===== src/rtl/serial_fifo_pkg.sv =====
package serial_fifo_pkg;

    localparam logic [2:0] A_MODE = 3'd0;
    localparam logic [2:0] A_RATE = 3'd1;
    localparam logic [2:0] A_CTRL = 3'd2;
    localparam logic [2:0] A_DATA = 3'd3;
    localparam logic [2:0] A_STAT = 3'd4;
    localparam logic [2:0] A_FCTL = 3'd5;
    localparam logic [2:0] A_CNT  = 3'd6;
    localparam logic [2:0] A_LINE = 3'd7;

    localparam int ST_READY  = 0;
    localparam int ST_RXFULL = 1;
    localparam int ST_BREAK  = 4;
    localparam int ST_TXLOW  = 5;
    localparam int ST_TXDONE = 6;

    localparam int CT_TXIE = 7;
    localparam int CT_RXIE = 6;
    localparam int CT_TXEN = 5;
    localparam int CT_RXEN = 4;
    localparam int CT_ERIE = 3;

    localparam int FC_LOOP  = 0;
    localparam int FC_RXRST = 1;
    localparam int FC_TXRST = 2;

    localparam logic [7:0] MODE_MASK = 8'h7B;
    localparam logic [7:0] CTRL_MASK = 8'hFA;
    localparam logic [7:0] FCTL_MASK = 8'hF1;
    localparam logic [7:0] STAT_INIT = 8'h60;

    typedef struct packed {
        logic [7:0] mode;
        logic [7:0] rate;
        logic [7:0] ctrl;
        logic [7:0] fctl;
        logic [7:0] status;
        logic       overrun;
        logic       rcvd_last;
        logic       tx_valid;
        logic [7:0] tx_byte;
    } regs_t;

    function automatic int rx_trig_of(input logic [1:0] sel);
        case (sel)
            2'd0:    return 1;
            2'd1:    return 4;
            2'd2:    return 8;
            default: return 14;
        endcase
    endfunction

    function automatic int tx_trig_of(input logic [1:0] sel);
        case (sel)
            2'd0:    return 8;
            2'd1:    return 4;
            2'd2:    return 2;
            default: return 1;
        endcase
    endfunction

endpackage


===== src/rtl/sf_byte_fifo.sv =====
module sf_byte_fifo #(
    parameter int  DEPTH = 16,
    parameter int  W     = 8,
    localparam int CW    = $clog2(DEPTH + 1),
    localparam int AW    = $clog2(DEPTH)
) (
    input  logic          clk,
    input  logic          rst_n,
    input  logic          clr,
    input  logic          push,
    input  logic          pop,
    input  logic [W-1:0]  din,
    output logic [W-1:0]  dout,
    output logic [CW-1:0] count,
    output logic          full,
    output logic          empty
);

    typedef struct packed {
        logic [AW-1:0] rd_ptr;
        logic [AW-1:0] wr_ptr;
        logic [CW-1:0] cnt;
    } ptr_t;

    ptr_t st_d, st_q;
    logic [W-1:0] mem [DEPTH];
    logic do_push, do_pop;

    assign full    = (st_q.cnt == CW'(DEPTH));
    assign empty   = (st_q.cnt == '0);
    assign do_push = push && !full && !clr;
    assign do_pop  = pop && !empty && !clr;
    assign dout    = mem[st_q.rd_ptr];
    assign count   = st_q.cnt;

    function automatic logic [AW-1:0] bump(input logic [AW-1:0] p);
        return (p == AW'(DEPTH - 1)) ? '0 : p + AW'(1);
    endfunction

    always_comb begin
        st_d = st_q;
        if (clr) begin
            st_d = '0;
        end else begin
            if (do_push) st_d.wr_ptr = bump(st_q.wr_ptr);
            if (do_pop)  st_d.rd_ptr = bump(st_q.rd_ptr);
            st_d.cnt = st_q.cnt + CW'(do_push) - CW'(do_pop);
        end
    end

    always_ff @(posedge clk or negedge rst_n) begin
        if (!rst_n) st_q <= '0;
        else        st_q <= st_d;
    end

    always_ff @(posedge clk) begin
        if (do_push) mem[st_q.wr_ptr] <= din;
    end


    fifo_bound_chk: assert property (@(posedge clk) disable iff (!rst_n)
        st_q.cnt <= CW'(DEPTH));


    fifo_full_hold_chk: assert property (@(posedge clk) disable iff (!rst_n)
        (full && push && !pop && !clr) |=> full);

endmodule


===== src/rtl/sf_baud_div.sv =====
module sf_baud_div #(
    parameter int  RATE_W = 8,
    localparam int DIV_W  = RATE_W + 12
) (
    input  logic [1:0]        clk_sel,
    input  logic [RATE_W-1:0] rate,
    output logic [DIV_W-1:0]  divisor
);

    logic [DIV_W-1:0] base;

    always_comb begin
        base    = DIV_W'(rate) + DIV_W'(1);
        divisor = base << (5 + 2 * int'(clk_sel));
    end

endmodule


===== src/rtl/serial_fifo_ctrl.sv =====
module serial_fifo_ctrl
    import serial_fifo_pkg::*;
#(
    parameter int  DEPTH  = 16,
    parameter int  RATE_W = 8,
    localparam int CW     = $clog2(DEPTH + 1),
    localparam int DIV_W  = RATE_W + 12
) (
    input  logic             clk,
    input  logic             rst_n,
    input  logic             bus_wr,
    input  logic             bus_rd,
    input  logic             bus_dma,
    input  logic [2:0]       bus_addr,
    input  logic [7:0]       bus_wdata,
    output logic [15:0]      bus_rdata,
    input  logic             tick,
    input  logic             brk_det,
    input  logic             line_rx_valid,
    input  logic [7:0]       line_rx_byte,
    output logic             line_tx_valid,
    output logic [7:0]       line_tx_byte,
    output logic [DIV_W-1:0] baud_div,
    output logic             irq_tx_empty,
    output logic             irq_rx_full,
    output logic             irq_rx_err,
    output logic             irq_break
);

    regs_t st_d, st_q;

    logic          wr_mode, wr_rate, wr_ctrl, wr_data, wr_stat, wr_fctl, wr_line, rd_data;
    logic          tx_clr, rx_clr, tx_push, tx_pop, rx_push, rx_pop, rx_try, rx_ovf;
    logic          loop_on, rx_enabled;
    logic [7:0]    tx_head, rx_head, rx_in_byte;
    logic [CW-1:0] tx_cnt, rx_cnt, tx_cnt_n, rx_cnt_n, tx_trig, rx_trig;
    logic          tx_full, tx_empty, rx_full, rx_empty;
    logic [7:0]    stat;

    assign wr_mode = bus_wr && bus_addr == A_MODE;
    assign wr_rate = bus_wr && bus_addr == A_RATE;
    assign wr_ctrl = bus_wr && bus_addr == A_CTRL;
    assign wr_data = bus_wr && bus_addr == A_DATA;
    assign wr_stat = bus_wr && bus_addr == A_STAT;
    assign wr_fctl = bus_wr && bus_addr == A_FCTL;
    assign wr_line = bus_wr && bus_addr == A_LINE;
    assign rd_data = bus_rd && bus_addr == A_DATA;

    assign loop_on    = st_q.fctl[FC_LOOP];
    assign rx_enabled = st_q.ctrl[CT_RXEN] && !st_q.overrun;
    assign tx_trig    = CW'(tx_trig_of(st_q.fctl[5:4]));
    assign rx_trig    = CW'(rx_trig_of(st_q.fctl[7:6]));

    assign tx_clr  = wr_fctl && bus_wdata[FC_TXRST];
    assign rx_clr  = wr_fctl && bus_wdata[FC_RXRST];
    assign tx_push = wr_data && !tx_full;
    assign tx_pop  = tick && st_q.ctrl[CT_TXEN] && !tx_empty && !tx_clr;
    assign rx_pop  = rd_data && !rx_empty && !rx_clr;

    assign rx_in_byte = loop_on ? tx_head : line_rx_byte;
    assign rx_try     = (loop_on ? tx_pop : (tick && line_rx_valid)) && rx_enabled && !rx_clr;
    assign rx_push    = rx_try && !rx_full;
    assign rx_ovf     = rx_try && rx_full;

    assign tx_cnt_n = tx_clr ? '0 : tx_cnt + CW'(tx_push) - CW'(tx_pop);
    assign rx_cnt_n = rx_clr ? '0 : rx_cnt + CW'(rx_push) - CW'(rx_pop);

    sf_byte_fifo #(.DEPTH(DEPTH), .W(8)) u_tx_fifo (
        .clk(clk), .rst_n(rst_n), .clr(tx_clr), .push(tx_push), .pop(tx_pop),
        .din(bus_wdata), .dout(tx_head), .count(tx_cnt), .full(tx_full), .empty(tx_empty)
    );

    sf_byte_fifo #(.DEPTH(DEPTH), .W(8)) u_rx_fifo (
        .clk(clk), .rst_n(rst_n), .clr(rx_clr), .push(rx_push), .pop(rx_pop),
        .din(rx_in_byte), .dout(rx_head), .count(rx_cnt), .full(rx_full), .empty(rx_empty)
    );

    sf_baud_div #(.RATE_W(RATE_W)) u_baud (
        .clk_sel(st_q.mode[1:0]), .rate(st_q.rate[RATE_W-1:0]), .divisor(baud_div)
    );

    always_comb begin
        st_d          = st_q;
        st_d.tx_valid = tx_pop && !loop_on;
        if (tx_pop && !loop_on) st_d.tx_byte = tx_head;
        if (wr_mode) st_d.mode = bus_wdata & MODE_MASK;
        if (wr_rate) st_d.rate = bus_wdata;
        if (wr_ctrl) st_d.ctrl = bus_wdata & CTRL_MASK;
        if (wr_fctl) st_d.fctl = bus_wdata & FCTL_MASK;

        stat = st_q.status;
        if (wr_stat) stat = stat & bus_wdata;
        if (tx_push && bus_dma) begin
            stat[ST_TXDONE] = 1'b0;
            if (tx_cnt_n > tx_trig) stat[ST_TXLOW] = 1'b0;
        end
        if (rx_pop && bus_dma && rx_cnt_n < rx_trig) begin
            stat[ST_RXFULL] = 1'b0;
            if (rx_cnt_n == '0) stat[ST_READY] = 1'b0;
        end
        if (tx_pop && tx_cnt_n <= tx_trig) begin
            stat[ST_TXLOW] = 1'b1;
            if (tx_cnt_n == '0) stat[ST_TXDONE] = 1'b1;
        end
        if (rx_push && rx_cnt_n >= rx_trig) stat[ST_RXFULL] = 1'b1;
        if (tick && !rx_push && !st_q.rcvd_last && rx_cnt_n != '0 && rx_cnt_n < rx_trig)
            stat[ST_READY] = 1'b1;
        if (brk_det) stat[ST_BREAK] = 1'b1;
        if (tx_clr) begin
            stat[ST_TXDONE] = 1'b1;
            stat[ST_TXLOW]  = 1'b1;
        end
        if (rx_clr) begin
            stat[ST_READY]  = 1'b0;
            stat[ST_RXFULL] = 1'b0;
        end
        st_d.status = stat;

        if (tick) st_d.rcvd_last = rx_push;
        if (rx_ovf)                        st_d.overrun = 1'b1;
        else if (wr_line && !bus_wdata[0]) st_d.overrun = 1'b0;
    end

    always_ff @(posedge clk or negedge rst_n) begin
        if (!rst_n) begin
            st_q        <= '0;
            st_q.status <= STAT_INIT;
        end else begin
            st_q <= st_d;
        end
    end

    always_comb begin
        bus_rdata = '0;
        case (bus_addr)
            A_MODE: bus_rdata[7:0] = st_q.mode;
            A_RATE: bus_rdata[7:0] = st_q.rate;
            A_CTRL: bus_rdata[7:0] = st_q.ctrl;
            A_DATA: bus_rdata[7:0] = rx_empty ? 8'h00 : rx_head;
            A_STAT: bus_rdata[7:0] = st_q.status;
            A_FCTL: bus_rdata[7:0] = st_q.fctl;
            A_CNT: begin
                bus_rdata[CW-1:0]  = rx_cnt;
                bus_rdata[8 +: CW] = tx_cnt;
            end
            default: bus_rdata[0] = st_q.overrun;
        endcase
    end

    assign line_tx_valid = st_q.tx_valid;
    assign line_tx_byte  = st_q.tx_byte;
    assign irq_tx_empty  = st_q.ctrl[CT_TXIE] && st_q.status[ST_TXLOW];
    assign irq_rx_full   = st_q.ctrl[CT_RXIE] && (st_q.status[ST_RXFULL] || st_q.status[ST_READY]);
    assign irq_rx_err    = (st_q.ctrl[CT_RXIE] || st_q.ctrl[CT_ERIE]) && st_q.overrun;
    assign irq_break     = (st_q.ctrl[CT_RXIE] || st_q.ctrl[CT_ERIE]) && st_q.status[ST_BREAK];


    tx_on_tick_chk: assert property (@(posedge clk) disable iff (!rst_n)
        line_tx_valid |-> $past(tick));


    ovr_set_chk: assert property (@(posedge clk) disable iff (!rst_n)
        rx_ovf |=> st_q.overrun);


    ready_on_tick_chk: assert property (@(posedge clk) disable iff (!rst_n)
        $rose(st_q.status[ST_READY]) |-> $past(tick));


    rx_clr_chk: assert property (@(posedge clk) disable iff (!rst_n)
        (bus_wr && bus_addr == A_FCTL && bus_wdata[FC_RXRST])
        |=> (rx_cnt == '0 && !st_q.status[ST_READY] && !st_q.status[ST_RXFULL]));


    tx_clr_chk: assert property (@(posedge clk) disable iff (!rst_n)
        (bus_wr && bus_addr == A_FCTL && bus_wdata[FC_TXRST])
        |=> (tx_cnt == '0 && st_q.status[ST_TXDONE] && st_q.status[ST_TXLOW]));


    brk_set_chk: assert property (@(posedge clk) disable iff (!rst_n)
        brk_det |=> st_q.status[ST_BREAK]);

endmodule


===== config.mk =====
export PLATFORM = sky130hd
export DESIGN_NAME = serial_fifo_ctrl
export DESIGN_NICKNAME = d
export VERILOG_FILES = /design/src/rtl/serial_fifo_pkg.sv /design/src/rtl/sf_byte_fifo.sv /design/src/rtl/sf_baud_div.sv /design/src/rtl/serial_fifo_ctrl.sv
export SDC_FILE = /design/constraint.sdc
export NUM_CORES = 1
export LEC_CHECK = 0
export BUFFER_PORTS_ARGS = -buffer_cell sky130_fd_sc_hd__buf_2
export CAP_MARGIN = 0
export CORE_ASPECT_RATIO = 0.5
export CORE_MARGIN = 1
export CORE_UTILIZATION = 45
export CTS_CLUSTER_DIAMETER = 200
export DETAILED_ROUTE_END_ITERATION = 12
export SYNTH_ARGS = -nofsm -noshare
export SYNTH_HDL_FRONTEND = slang
export SYNTH_SLANG_ARGS = --single-unit

===== constraint.sdc =====
create_clock -name clk -period 3.7 [get_ports clk]
set_input_delay 0.555 -clock clk [delete_from_list [all_inputs] [get_ports clk]]
set_output_delay 0.555 -clock clk [all_outputs]
set_load 0.02 [all_outputs]

### Yosys cells after proc, flatten, opt, wreduce, memory -nomap -nowiden

Memory sizes are Yosys's and may differ from the RTL's.
Cells that the tools add are included.

* logic and storage cells: 169
* input bits: 27
* register bits after elaboration: 70
* memories: 2
* RAM bits: 256
* output and inout bits: 49

* order comparisons: 4
* equal/unequal tests: 17
* shift-type cells: 1
* muxes and demuxes: 39
* add/sub/neg operators: 14
* bitwise operators: 1
* reduce and logical (&&, ||, !) cells: 73

Memories
* u_rx_fifo.mem: words 16, width 8, rd ports 1, clocked after memory_dff 0, wr ports 1, line sf_byte_fifo.sv:26 `logic [W-1:0] mem [DEPTH];`
* u_tx_fifo.mem: words 16, width 8, rd ports 1, clocked after memory_dff 0, wr ports 1, line sf_byte_fifo.sv:26

Operator list (count)
* 1-bit logical AND: 45
* 4-bit two-way mux: 8
* 20-bit by 32-bit left shift with 20-bit output: 1
* 4-bit one-hot mux with 7 select lines: 1
* 13-bit two-way mux: 2
* 4-bit one-hot mux with 3 select lines: 2
* 5-bit by 1-bit adder with 5-bit output: 4
* 5-bit zero test: 4
* 5-bit by 1-bit subtractor with 5-bit output: 4
* 3-bit one-hot mux with 6 select lines: 1
* 4-bit by 1-bit adder with 4-bit output (second input constant): 4
* 4-bit equality test (second input constant): 4
* 8-bit two-way mux: 2
* 5-bit two-way mux: 3
* 1-bit two-way mux: 13
* 3-bit equality test (second input constant): 4
* 2-bit nonzero test: 6
* 1-bit zero test: 11
* 5-bit equality test (second input constant): 2
* 2-bit two-way mux: 5
* 8-bit by 1-bit adder with 9-bit output (second input constant): 1
* 8-bit AND: 1
* 7-bit two-way mux: 1
* 1-bit one-hot mux with 7 select lines: 1
* other kinds (14): 19

### Longest topological paths before layout

Gate-level depths: netlist of run 1.

* depth in word-level cells: 17
* gate-level depth with buffers: 18
* gate-level depth less buffers: 18

### By module

A second synthesis of run 1 with hierarchy kept.

* cells, all modules: 1077
* area total of the unflattened synthesis: 15307.2 um^2

By module, submodules not included
* sf_byte_fifo at u_tx_fifo: seq. area each 4169.0 um^2, area an instance 5870.6 um^2, cells each 346, instances 1
* sf_byte_fifo at u_rx_fifo: seq. area each 4169.0 um^2, area an instance 5860.6 um^2, cells each 344, instances 1
* serial_fifo_ctrl: seq. area each 1103.6 um^2, area an instance 3098.0 um^2, cells each 316, instances 1
* sf_baud_div: seq. area each 0.0 um^2, area an instance 478.0 um^2, cells each 71, instances 1

### Least setup slack after synthesis of run 1

Ideal clock, no wire load.

* kind: flip-flop to flip-flop
* from: reg u_rx_fifo.st_q (netlist bit u_rx_fifo.count[3])
* to: reg st_q[11] in the netlist's numbering
* cell stages (with the launch flop): 18
* buffers on the path: 0
* slack: -0.194 ns
* arrival time: 3.772 ns
* setup time: 0.122 ns
* path through: dfrtp_1 > inv_1 > ha_1 > or4b_2 > nand2_1 > inv_1 > ha_1 > inv_1 > ha_1 > fa_1 > xnor2_1 > nor2_1 > ha_1 > a21oi_1 > a21oi_1 > or3_1 > nand4bb_1 > a32o_1

RTL lines
* from (decl): line sf_byte_fifo.sv:25 `ptr_t st_d, st_q;`
* from (signal assigned): line sf_byte_fifo.sv:53 `else st_q <= st_d;`
* to (signal assigned): line serial_fifo_ctrl.sv:129 `st_q <= st_d;`
* to (decl): line serial_fifo_ctrl.sv:30 `regs_t st_d, st_q;`

==> summary.txt, run 1 <==
outcome -> finished, violations left
failing checks -> DRC, setup timing
Worst setup SP type -> register
overall routed net length -> 35700 µm
port bufs -> 67
Arr. time, crit path -> 4.16 ns
Synth Area in Adders -> 3.60%
mapped cell area -> 15100 µm²
top_reg_cell synth -> edfxtp_1
Max VDD drop -> 0.000388 V
worst-skew pair later-pin latency -> 0.57 ns
diode count -> 0
met2 Usage GRT -> 32.1%
Synth Area in Compound Gates -> 7.39%
Detailed Place HPWL -> 24400 µm
Power, Total -> 0.0127 W
critical path's slowest cell -> or4b_4
sequential share of the synthesized area -> 62.6%
Core Rows -> 46
Final Instance Count excl. Fillers -> 1584
RSZ-0062 raised after global routing -> true
CTS Buf Count -> 30
FF-to-FF path depth -> 17
antenna-violating nets left -> 0
H-tree levels -> 1
Seq cells post-synth -> 326
# clock sinks -> 326
Worst Setup Slack, final -> -0.00912 ns
DRC marker count from the first detailed-route iteration -> 708
Async S/R FF share, synth -> 21.5%
main combinational cell family by area after synthesis -> multiplexers
met1 usage -> 31.1%
Worst-path clk slew -> 0.07 ns
Nets -> 1197
WL/cell -> 22.5 µm
placed insts -> 1522
max-cap violation count -> 0
CTS tree -> done
crit-path cells -> inv_2, ha_4, or4b_4, nand2_4, inv_2, ha_4, inv_2, ha_4, fa_2, xnor2_2, nor2_1, ha_1, a21oi_2, a21oi_2, or3_4, nand4bb_1, a32o_1
initial antenna violation count -> 1
max_slew headroom -> 35.9%
crit path kind -> register to register
Initial Util -> 46.7%
Top delay family on crit path -> adder cells
syn avg cell area -> 14.6 µm²
final hold vios -> 0
DP Area -> 16100 µm²
Post-synth EDFFs -> 256
hold slack -> 0.127 ns
CTS root buf -> clkbuf_16
Peak Freq -> 0.270 GHz
post-synth cell types -> 73
final setup violation count -> 1
Hold Crit Class -> input port to async pin
simple-gate share of the synthesized area -> 8.46%
Die X -> 261 µm
first-pass GRT wire length -> 55200 µm
routability cong. -> 0.860
Crit path largest cell delay -> 0.46 ns
Reg-to-Reg End -> st_q[11]
xor/xnor cell area share of the yosys netlist -> 1.22%
via count -> 9131
full die area -> 34300 µm²
Buffers & Inverters on Critical Path -> 3
mux contribution to synthesized area -> 13.3%
Final Cycle Share -> 100%
reg2reg setup slack -> -0.009 ns
reg2reg start -> u_rx_fifo.count[2]
pwr dens -> 736 nW/µm²
Final min period -> 3.71 ns
Critical Path RT -> 4.15 ns
Final Cell Area -> 17200 µm²
Crit Path Max Fanout -> 2
GRT Overall Usage -> 21.2%
Cells after Synth -> 1033
Post-route DRC -> 1
vias in the first global route -> 9249
gr busiest metal -> met2
core box area -> 32300 µm²
crit path from -> u_rx_fifo.count[2]
Via density -> 5.76
Layout area overhead -> 14.3%
crit path to -> st_q[11]
GRT Residual Overflow -> 0
IO Pins -> 76
Worst Setup End Kind -> register
layout cells sized above 1 -> 25.7%
Leak -> 6.38 nW
clock tree buffer depth -> 3
Initial DRT Pass Iterations -> 11
Final Skew -> 0.0164 ns
M3 GR Usage -> 3.97%
Worst Tran Pin Value -> 0.962 ns
Levels on crit path -> 17
Die Ht -> 132 µm
Yosys Warn Count -> 0
Final Slew Violations -> 0
largest net degree at the start of global routing -> 71
[worst min-delay path by stage]
| stage | startpoint | endpoint | slack [ns] | depth (start not counted) |
|---|---|---|---|---|
| after floorplan | rst_n | line_tx_byte[0] | 0.26 | 0 |
| after global placement | st_q[14] | st_q[14] | 0.48 | 1 |
| after detailed placement | st_q[14] | st_q[14] | 0.48 | 1 |
| after CTS | rst_n | u_rx_fifo.count[1] | 0.15 | 1 |
| after global routing | rst_n | st_q[9] | 0.18 | 1 |
| final | rst_n | st_q[9] | 0.13 | 1 |
[power by group]
group	leakage (nW)	switching (W)	internal, W
sequential	3.16	0.000375	0.00446
clock	0.475	0.00134	0.00181
combinational	2.75	0.00265	0.00207
[metrics by stage]
step / setup TNS [ns] / util (%) / worst slack (ns)
after floorplan: 0 / - / 0.0136
after global placement: 0 / 49.7 / 0.0209
after detailed placement: -0.106 / 49.7 / -0.0979
after CTS: 0 / 52.9 / 0.00581
after global routing: -0.154 / 53.3 / -0.103
final: -0.00912 / 53.3 / -0.00912
[state kept, by name, summed over array words and instances, names as in the netlist]
signal,count
u_tx_fifo.mem,128
line_tx_valid,1
u_rx_fifo.mem,128
u_rx_fifo.st_q,8
loop_on,1
st_q,34
u_tx_fifo.count,5
u_tx_fifo.st_q,8
line_tx_byte,8
u_rx_fifo.count,5
[cell type report]
cell class	instances	area (µm²)
clock buffer	46	862
multi-input combinational	606	5320
sequential	326	9450
timing repair buffer	128	808
clock inverter	9	129
inverter	37	139
fill	2694	15100
tap	432	541
[placed cells by master (no fill, tap or decap), types with 8 or more instances in the layout]
| cell type | n |
|---|---|
| mux2_2 | 34 |
| o21ai_0 | 32 |
| a221oi_1 | 17 |
| a21oi_1 | 22 |
| inv_2 | 9 |
| and2_1 | 18 |
| nor2_1 | 45 |
| and3_1 | 22 |
| nand2_1 | 62 |
| mux4_2 | 42 |
| o221ai_1 | 14 |
| mux2i_1 | 68 |
| nor2b_1 | 10 |
| xnor2_1 | 11 |
| clkbuf_16 | 31 |
| nand2b_1 | 8 |
| conb_1 | 8 |
| a22oi_1 | 11 |
| nand3_1 | 19 |
| dfrtp_1 | 66 |
| inv_1 | 25 |
| clkbuf_1 | 12 |
| buf_2 | 66 |
| edfxtp_1 | 256 |
| buf_4 | 61 |
| ha_1 | 32 |
[synthesized netlist by cell type, types with 6 or more instances]
master	count	share of area, %
edfxtp_1	256	51
dfrtp_1	68	11
mux2i_1	68	4.5
nand2_1	63	1.6
nor2_1	45	1.1
mux4_2	42	6.3
ha_1	37	3.1
inv_1	34	0.85
mux2_2	34	2.5
o21ai_0	33	1.1
clkbuf_1	30	0.75
a21oi_1	25	0.83
and3_1	22	0.91
buf_4	21	1.0
nand3_1	20	0.66
and2_1	18	0.75
a221oi_1	17	0.99
buf_2	16	0.53
o221ai_1	14	0.81
xnor2_1	14	0.81
a22oi_1	11	0.55
nor2b_1	10	0.41
nand2b_1	8	0.33
and4_1	7	0.41
nor4b_1	7	0.41
o22ai_1	7	0.29
xor2_1	7	0.41
a21o_1	6	0.30
o21a_1	6	0.30
[cell families (layout without fill, tap and decap cells)]
kind of cell	after synthesis	after routing
other cells	1	8
mux	144	144
simple gates	235	235
buf+inv	108	220
xor+xnor	21	21
flops	326	326
fa+ha+maj	41	41
compound gates	157	157
[timing repair]
item                                   in CTS  in global routing
hold buffers                                0                  0
endpoints found under the hold margin       0                  0
pin swaps                                   4                 18
setup buffers                               1                  6
setup endpoints to repair                   2                  7
gates resized for setup                     1                 26
[per-layer routing]
layer,share of wire (%),vias to the layer above
met5,0.036,-
met4,2.8,2
met3,6.3,65
met2,45,255
met1,45,4661
li1,-,4148
(Power assumes the default switching activity.)
==> inputs of run 2 (changes only) <==
--- a/config.mk
+++ b/config.mk
@@ -5,6 +5,7 @@
 export SDC_FILE = /design/constraint.sdc
 export NUM_CORES = 1
 export LEC_CHECK = 0
+export ABC_AREA = 1
 export BUFFER_PORTS_ARGS = -buffer_cell sky130_fd_sc_hd__buf_2
 export CAP_MARGIN = 0
 export CORE_ASPECT_RATIO = 0.5
==> run 2 against run 1 <==
  * The run ends with DRC left
  * Utilization is 1.2 points lower
  * Routed wire length is 7.1% higher
  * Power is 2.6% lower
  * Clock power is 1% lower
  * Critical path type unchanged
  * Sequential share of layout area is 1.4 points higher
  * Combinational power is 5.5% lower
  * Clock skew hardly changed
  * Sequential power is 0.8% lower
  * Cell count is 25% higher
  * Die area is 0.14% lower
==> summary.txt, run 2 <==
simple-gate share of the synthesized area -> 15.0% (+6.5 points)
diode count -> 0 (unchanged)
Die X -> 261 µm (about the same)
reg2reg setup slack -> 0.24 ns (+0.25 ns)
pwr dens -> 735 nW/µm² (-0.17%)
Yosys top cell by area -> edfxtp_1
Seq cells post-synth -> 326 (unchanged)
Via density -> 5.46 (-5.3%)
CTS tree -> done
IO Pins -> 76 (unchanged)
Final Skew -> 0.0161 ns (-0.000346 ns)
switch share -> 38.5% (+4.1 points)
via count -> 10800 (+18%)
RSZ-0062 raised after global routing -> false
Critical Path RT -> 4.20 ns (+0.05 ns)
outcome -> finished, violations left
Core Rows -> 46 (unchanged)
mux contribution to synthesized area -> 0.863% (-12 points)
met1 usage -> 32.8% (+1.7 points)
register area -> 9440 µm² (about the same)
max_slew headroom -> 35.5% (-0.41 points)
Clock Power Share -> 25.2% (+0.4 points)
Initial Util -> 46.7% (about the same)
crit-path cells -> inv_1, ha_1, nand3_1, nand3_4, inv_1, ha_1, inv_1, ha_1, fa_1, xor2_1, nand2_1, inv_1, ha_1, a21oi_1, a21boi_0, o21ai_0, nand3_1, o21ai_1
Worst setup SP type -> register
H-tree levels -> 1 (unchanged)
Post-CTS Hold Fix Bufs -> 0 (unchanged)
antenna-violating nets left -> 0 (unchanged)
GRT Residual Overflow -> 0 (unchanged)
# clock sinks -> 326 (unchanged)
Comb power frac -> 36.1% (-1.0 points)
routability cong. -> 0.898 (+4.4%)
failing checks -> DRC
Sequential Power Share -> 38.8% (+0.7 points)
xor/xnor cell area share of the yosys netlist -> 0.814% (-0.41 points)
Crit Path Max Fanout -> 6 (+4)
Synth top cells by count -> nand2_1 (319), edfxtp_1 (256), inv_1 (144)
FF-to-FF path depth -> 18 (+1)
M3 GR Usage -> 3.51% (-0.46 points)
top_reg_cell synth -> edfxtp_1
layout cells sized above 1 -> 10.7% (-15 points)
Final min period -> 3.46 ns (-0.253 ns)
initial antenna violation count -> 0 (-1)
synth top area cells -> edfxtp_1 (51%), dfrtp_1 (11%), nand2_1 (7.9%)
met2 Usage GRT -> 36.5% (+4.4 points)
port bufs -> 67 (unchanged)
Final Cycle Share -> 93.4% (-6.8 points)
most frequent cell after synthesis -> nand2_1
overall routed net length -> 38200 µm (+7.1%)
Levels on crit path -> 18 (+1)
Die Ht -> 131 µm (about the same)
clock tree buffer depth -> 3 (unchanged)
Layout area overhead -> 11.6%
Synth Area in Adders -> 3.60% (+0.0051 points)
crit path from -> u_tx_fifo.count[3]
Async S/R FF share, synth -> 21.5% (unchanged)
CTS Buf Count -> 30 (unchanged)
max-cap violation count -> 0 (unchanged)
Final Instance Count excl. Fillers -> 1976 (+25%)
Leak -> 6.84 nW (+7.2%)
Cells after Synth -> 1456 (+41%)
Hold Crit Class -> input port to async pin
core box area -> 32300 µm² (-0.18%)
Synth Area in Compound Gates -> 10.9% (+3.5 points)
Peak Freq -> 0.289 GHz (+7.3%)
Max VDD drop -> 0.000391 V (+0.90%)
vias in the first global route -> 10500 (+14%)
Pint -> 0.00761 W (-8.8%)
crit path to -> st_q[17]
GRT Overall Usage -> 22.7% (+1.5 points)
Nets -> 1588 (+33%)
Buffers & Inverters on Critical Path -> 4 (+1)
net switching power -> 0.00476 W (+9.1%)
Detailed Place HPWL -> 25900 µm (+6.3%)
setup bufs post-CTS -> 0 (-1)
reg2reg start -> u_tx_fifo.count[3]
Post-route DRC -> 1 (unchanged)
worst-skew pair later-pin latency -> 0.57 ns (about the same)
largest net degree at the start of global routing -> 96 (+35%)
sequential share of the synthesized area -> 62.6% (+0.088 points)
Yosys top cell area share -> 51.0% (+0.072 points)
area of the multi-input gates -> 4730 µm² (-11%)
Yosys Warn Count -> 0 (unchanged)
Top delay family on crit path -> adder cells
setup TNS -> 0 ns (+0.00912 ns)
full die area -> 34300 µm² (-0.14%)
placed insts -> 1920 (+26%)
Crit path largest cell delay -> 0.41 ns (-0.05 ns)
mapped cell area -> 15100 µm² (-0.14%)
Post-synth EDFFs -> 256 (unchanged)
WL/cell -> 19.3 µm (-14%)
syn avg cell area -> 10.4 µm² (-29%)
post-synth cell types -> 46 (-37%)
DRC marker count from the first detailed-route iteration -> 1160 (+64%)
Top Registers -> u_rx_fifo.mem (128), u_tx_fifo.mem (128), st_q (34)
Worst Setup End Kind -> register
Worst Tran Pin Value -> 0.968 ns (+0.00612 ns)
Final Slew Violations -> 0 (unchanged)
critical path's slowest cell -> fa_1
most frequent cells in the layout -> nand2_1 (319), edfxtp_1 (256), inv_1 (144), nor2_1 (142), o21ai_0 (132)
Reg-to-Reg End -> st_q[17]
Arr. time, crit path -> 3.95 ns (-0.21 ns)
Power, Total -> 0.0124 W (-2.6%)
Worst-path clk slew -> 0.07 ns (about the same)
first-pass GRT wire length -> 60100 µm (+8.7%)
main combinational cell family by area after synthesis -> simple AND/OR/NAND/NOR gates
final hold vios -> 0 (unchanged)
CTS root buf -> clkbuf_16
most common cell after layout, fill and taps aside -> nand2_1
crit path kind -> register to register
final setup violation count -> 0 (-1)
Layout fillers -> 2898 (+7.6%)
gr busiest metal -> met2
Initial DRT Pass Iterations -> 10 (-1)
run 2: cell types whose count changed in the layout (fill, tap and decap cells not counted), moves of 21 or more:
cell	change
inv_1	+119
nand3_1	+39
a21oi_1	+36
and3_1	-21
nand2_1	+257
o21ai_0	+100
nor2_1	+97
mux2i_1	-55
mux4_2	-42
o22ai_1	+22
mux2_2	-34
buf_4	-35
run 2: worst min-delay path by stage:
stage	start	end	slack (ns)	cells after the start
6_report	rst_n	u_tx_fifo.st_q[12]	0.14	1
5_1_grt	rst_n	u_tx_fifo.st_q[12]	0.21	1
4_1_cts	rst_n	u_tx_fifo.st_q[8]	0.17	1
3_5_place_dp	line_tx_byte[7]	line_tx_byte[7]	0.46	2
3_3_place_gp	line_tx_byte[7]	line_tx_byte[7]	0.46	2
2_1_floorplan	rst_n	line_tx_byte[0]	0.26	0
run 2: power groups by stage:
stage	Clock [W]	Combinational, W	Sequential [W]
6_report	0.00311	0.00446	0.00480
5_1_grt	0.00331	0.00500	0.00484
4_1_cts	0.00316	0.00444	0.00479
3_5_place_dp	0	0.00442	0.00487
3_3_place_gp	0	0.00427	0.00485
2_1_floorplan	0	0.00313	0.00471
run 2: final cells by class:
cell class / count / share of cell area [%]
multi-input cells: 914 / 28.1
inverters: 155 / 3.47
repair buffers: 93 / 3.24
well taps: 432 / 3.21
clock inverters: 15 / 0.796
clock buffers: 41 / 5.01
flip-flops and latches: 326 / 56.1
run 2: cell families (layout without fill, tap and decap cells):
| logic type | count (synthesis) | count (layout) |
|---|---|---|
| AOI/OAI and AO/OA | 288 | 288 |
| DFF | 326 | 326 |
| other | 1 | 8 |
| muxes | 13 | 13 |
| xor gates and xnor gates | 14 | 14 |
| buffers and inverters | 223 | 304 |
| adders and majority gates | 41 | 41 |
| and+or+nand+nor | 550 | 550 |
run 2: what timing repair did:
item,4_1_cts,5_1_grt
resized for setup,0,2
setup endpoints to repair,0,1
endpoints found under the hold margin,0,0
run 2: metal layers:
metal	vias up	share of wire [%]
met5	-	0
met4	0	1.8
met3	50	6.0
met2	341	47
met1	5304	45
li1	5092	-
run 2: per-stage QoR:
step	area (µm²)	hold WS, ns	worst slack, ns	util, %
after floorplan	15100	0.259	0.456	-
after global placement	15800	0.464	0.258	49.1
after detailed placement	15800	0.462	0.0878	49.1
after CTS	16800	0.169	0.211	52.1
after global routing	16800	0.213	0.0152	52.1
final	16800	0.141	0.244	52.1
==> inputs of run 3 (changes only) <==
--- a/config.mk
+++ b/config.mk
@@ -8,7 +8,7 @@
 export ABC_AREA = 1
 export BUFFER_PORTS_ARGS = -buffer_cell sky130_fd_sc_hd__buf_2
 export CAP_MARGIN = 0
-export CORE_ASPECT_RATIO = 0.5
+export CORE_ASPECT_RATIO = 1.1
 export CORE_MARGIN = 1
 export CORE_UTILIZATION = 45
 export CTS_CLUSTER_DIAMETER = 200
==> run 3 against run 2 <==
  * Critical path depth stayed put
  * Largest power group unchanged
  * Combinational power is 1% lower
  * Clock skew is 0.0012 ns higher
  * The run now ends clean
  * Final area is 1.0% higher
==> summary.txt, run 3 (same netlist as run 2, synthesis figures left out) <==
Post-route DRC -> 0 (-1)
CTS root buf -> clkbuf_16
Nets -> 1600 (+0.76%)
port bufs -> 67 (unchanged)
vias in the first global route -> 10400 (-1.3%)
Worst Tran Pin Value -> 1.01 ns (+0.0372 ns)
Layout area overhead -> 12.7%
# clock sinks -> 326 (unchanged)
setup bufs post-CTS -> 0 (unchanged)
met1 usage -> 30.9% (-1.9 points)
most frequent cells in the layout -> nand2_1 (319), edfxtp_1 (256), inv_1 (144), nor2_1 (142), o21ai_0 (132)
Leak -> 6.93 nW (+1.3%)
full die area -> 34200 µm² (-0.13%)
clock tree buffer depth -> 3 (unchanged)
CTS Buf Count -> 34 (+13%)
antenna-violating nets left -> 0 (unchanged)
Worst Setup End Kind -> register
Final min period -> 3.41 ns (-0.0425 ns)
met2 Usage GRT -> 37.1% (+0.55 points)
Worst setup SP type -> register
Power, Total -> 0.0125 W (+1.4%)
worst-skew pair later-pin latency -> 0.52 ns (-0.05 ns)
Max VDD drop -> 0.000442 V (+13%)
Worst-path clk slew -> 0.06 ns (about the same)
pwr dens -> 738 nW/µm² (+0.40%)
M3 GR Usage -> 3.20% (-0.31 points)
Arr. time, crit path -> 3.86 ns (-0.09 ns)
Final Skew -> 0.0173 ns (+0.00121 ns)
max-cap violation count -> 0 (unchanged)
via count -> 10500 (-2.2%)
routability cong. -> 0.844 (-6.1%)
H-tree levels -> 2 (+1)
Initial DRT Pass Iterations -> 6 (-4)
initial antenna violation count -> 1 (+1)
Peak Freq -> 0.293 GHz (+1.2%)
fin util -> 52.1% (about the same)
final setup violation count -> 0 (unchanged)
WL/cell -> 19.0 µm (-1.7%)
crit-path cells -> inv_1, ha_1, nand3_1, nand3_4, inv_1, ha_1, inv_1, ha_1, fa_1, xor2_1, nand2_1, inv_1, ha_1, a21oi_1, a21boi_0, o21ai_1, nand3_1, o21ai_1
final hold vios -> 0 (unchanged)
diode count -> 0 (unchanged)
core box area -> 32600 µm² (+1.1%)
Final Cycle Share -> 92.3% (-1.1 points)
Die Ht -> 194 µm (+48%)
Detailed Place HPWL -> 25000 µm (-3.4%)
Worst Setup Slack, final -> 0.286 ns (+0.0425 ns)
Hold Crit Class -> input port to async pin
Die X -> 176 µm (-32%)
first-pass GRT wire length -> 58600 µm (-2.5%)
Via density -> 5.32 (-2.5%)
gr busiest metal -> met2
layout cells sized above 1 -> 11.3% (+0.62 points)
Core Rows -> 69 (+50%)
setup TNS -> 0 ns (unchanged)
RSZ-0062 raised after global routing -> false
most common cell after layout, fill and taps aside -> nand2_1
critical path's slowest cell -> fa_1
crit path kind -> register to register
DP Worst Slack -> 0.0912 ns (+0.00341 ns)
CTS tree -> done
IO Pins -> 76 (unchanged)
DRC marker count from the first detailed-route iteration -> 736 (-37%)
Top Registers -> u_rx_fifo.mem (128), u_tx_fifo.mem (128), st_q (34)
max_slew headroom -> 32.7% (-2.7 points)
Final Slew Violations -> 0 (unchanged)
overall routed net length -> 37700 µm (-1.4%)
outcome -> finished, final reports clean
Critical Path RT -> 4.14 ns (-0.06 ns)
Initial Util -> 46.2% (-0.49 points)
GRT Overall Usage -> 22.4% (-0.27 points)
Crit Path Max Fanout -> 6 (unchanged)
GRT Residual Overflow -> 0 (unchanged)
largest net degree at the start of global routing -> 96 (unchanged)
Crit path largest cell delay -> 0.41 ns (about the same)
-- run 3: cell count changes in the layout (fill, tap and decap cells not counted), moves of 2 or more --
cell       change
clkbuf_16      +4
clkinv_8       +2
clkbuf_8       -3
buf_4          +8
-- run 3: area by class of cell --
cell class | instances | area [µm²]
Fill cell | 2908 | 15600
Sequential cell | 326 | 9440
Multi-Input combinational cell | 914 | 4730
Clock buffer | 42 | 902
Timing Repair Buffer | 101 | 606
Inverter | 155 | 584
Tap cell | 426 | 533
Clock inverter | 18 | 190
-- run 3: what timing repair did --
item	in CTS	in global routing
gates resized for setup	0	2
endpoints found under the setup margin	0	3
hold buffers	0	0
-- run 3: critical path: cells and delay by family, from the launching register on --
| kind | cells | cell delay [ns] |
|---|---|---|
| adder cells (fa/ha/maj) | 5 | 1.36 |
| AO/OA/AOI/OAI | 4 | 0.62 |
| AND/OR/NAND/NOR | 4 | 0.54 |
| flip-flops | 1 | 0.39 |
| buffers and inverters | 4 | 0.25 |
| XOR/XNOR | 1 | 0.18 |
-- run 3: worst paths after layout --
check / start / end / slack, ns / cells past startpoint
setup / recovery: u_tx_fifo.count[3] / st_q[17] / 0.29 / 18
hold / removal: rst_n / u_tx_fifo.st_q[5] / 0.19 / 1
setup reg to reg: u_tx_fifo.count[3] / st_q[17] / 0.29 / 18
hold reg to reg: st_q[47] / st_q[47] / 0.49 / 2
max in group asynchronous: rst_n / u_rx_fifo.st_q[9] / 2.83 / 1
min in group clk: brk_det / st_q[15] / 0.26 / 2
-- run 3: layer usage --
metal	part of all wire [%]	vias to the layer above
li1	-	5118
met1	44	5090
met2	48	278
met3	5.5	61
met4	2.2	2
met5	0.027	-
-- run 3: where the power goes --
part,internal (W),switching (W)
logic,0.00140,0.00300
registers,0.00449,0.000285
clock network,0.00196,0.00141
-- run 3: per-stage QoR --
stage	instance area, µm²	std cells	hold slack (ns)
4_1_cts	17000	1982	0.232
3_5_place_dp	15900	1922	0.470
2_1_floorplan	15100	1463	0.259
6_report	17000	1982	0.193
3_3_place_gp	15900	1922	0.468
5_1_grt	17000	1982	0.256
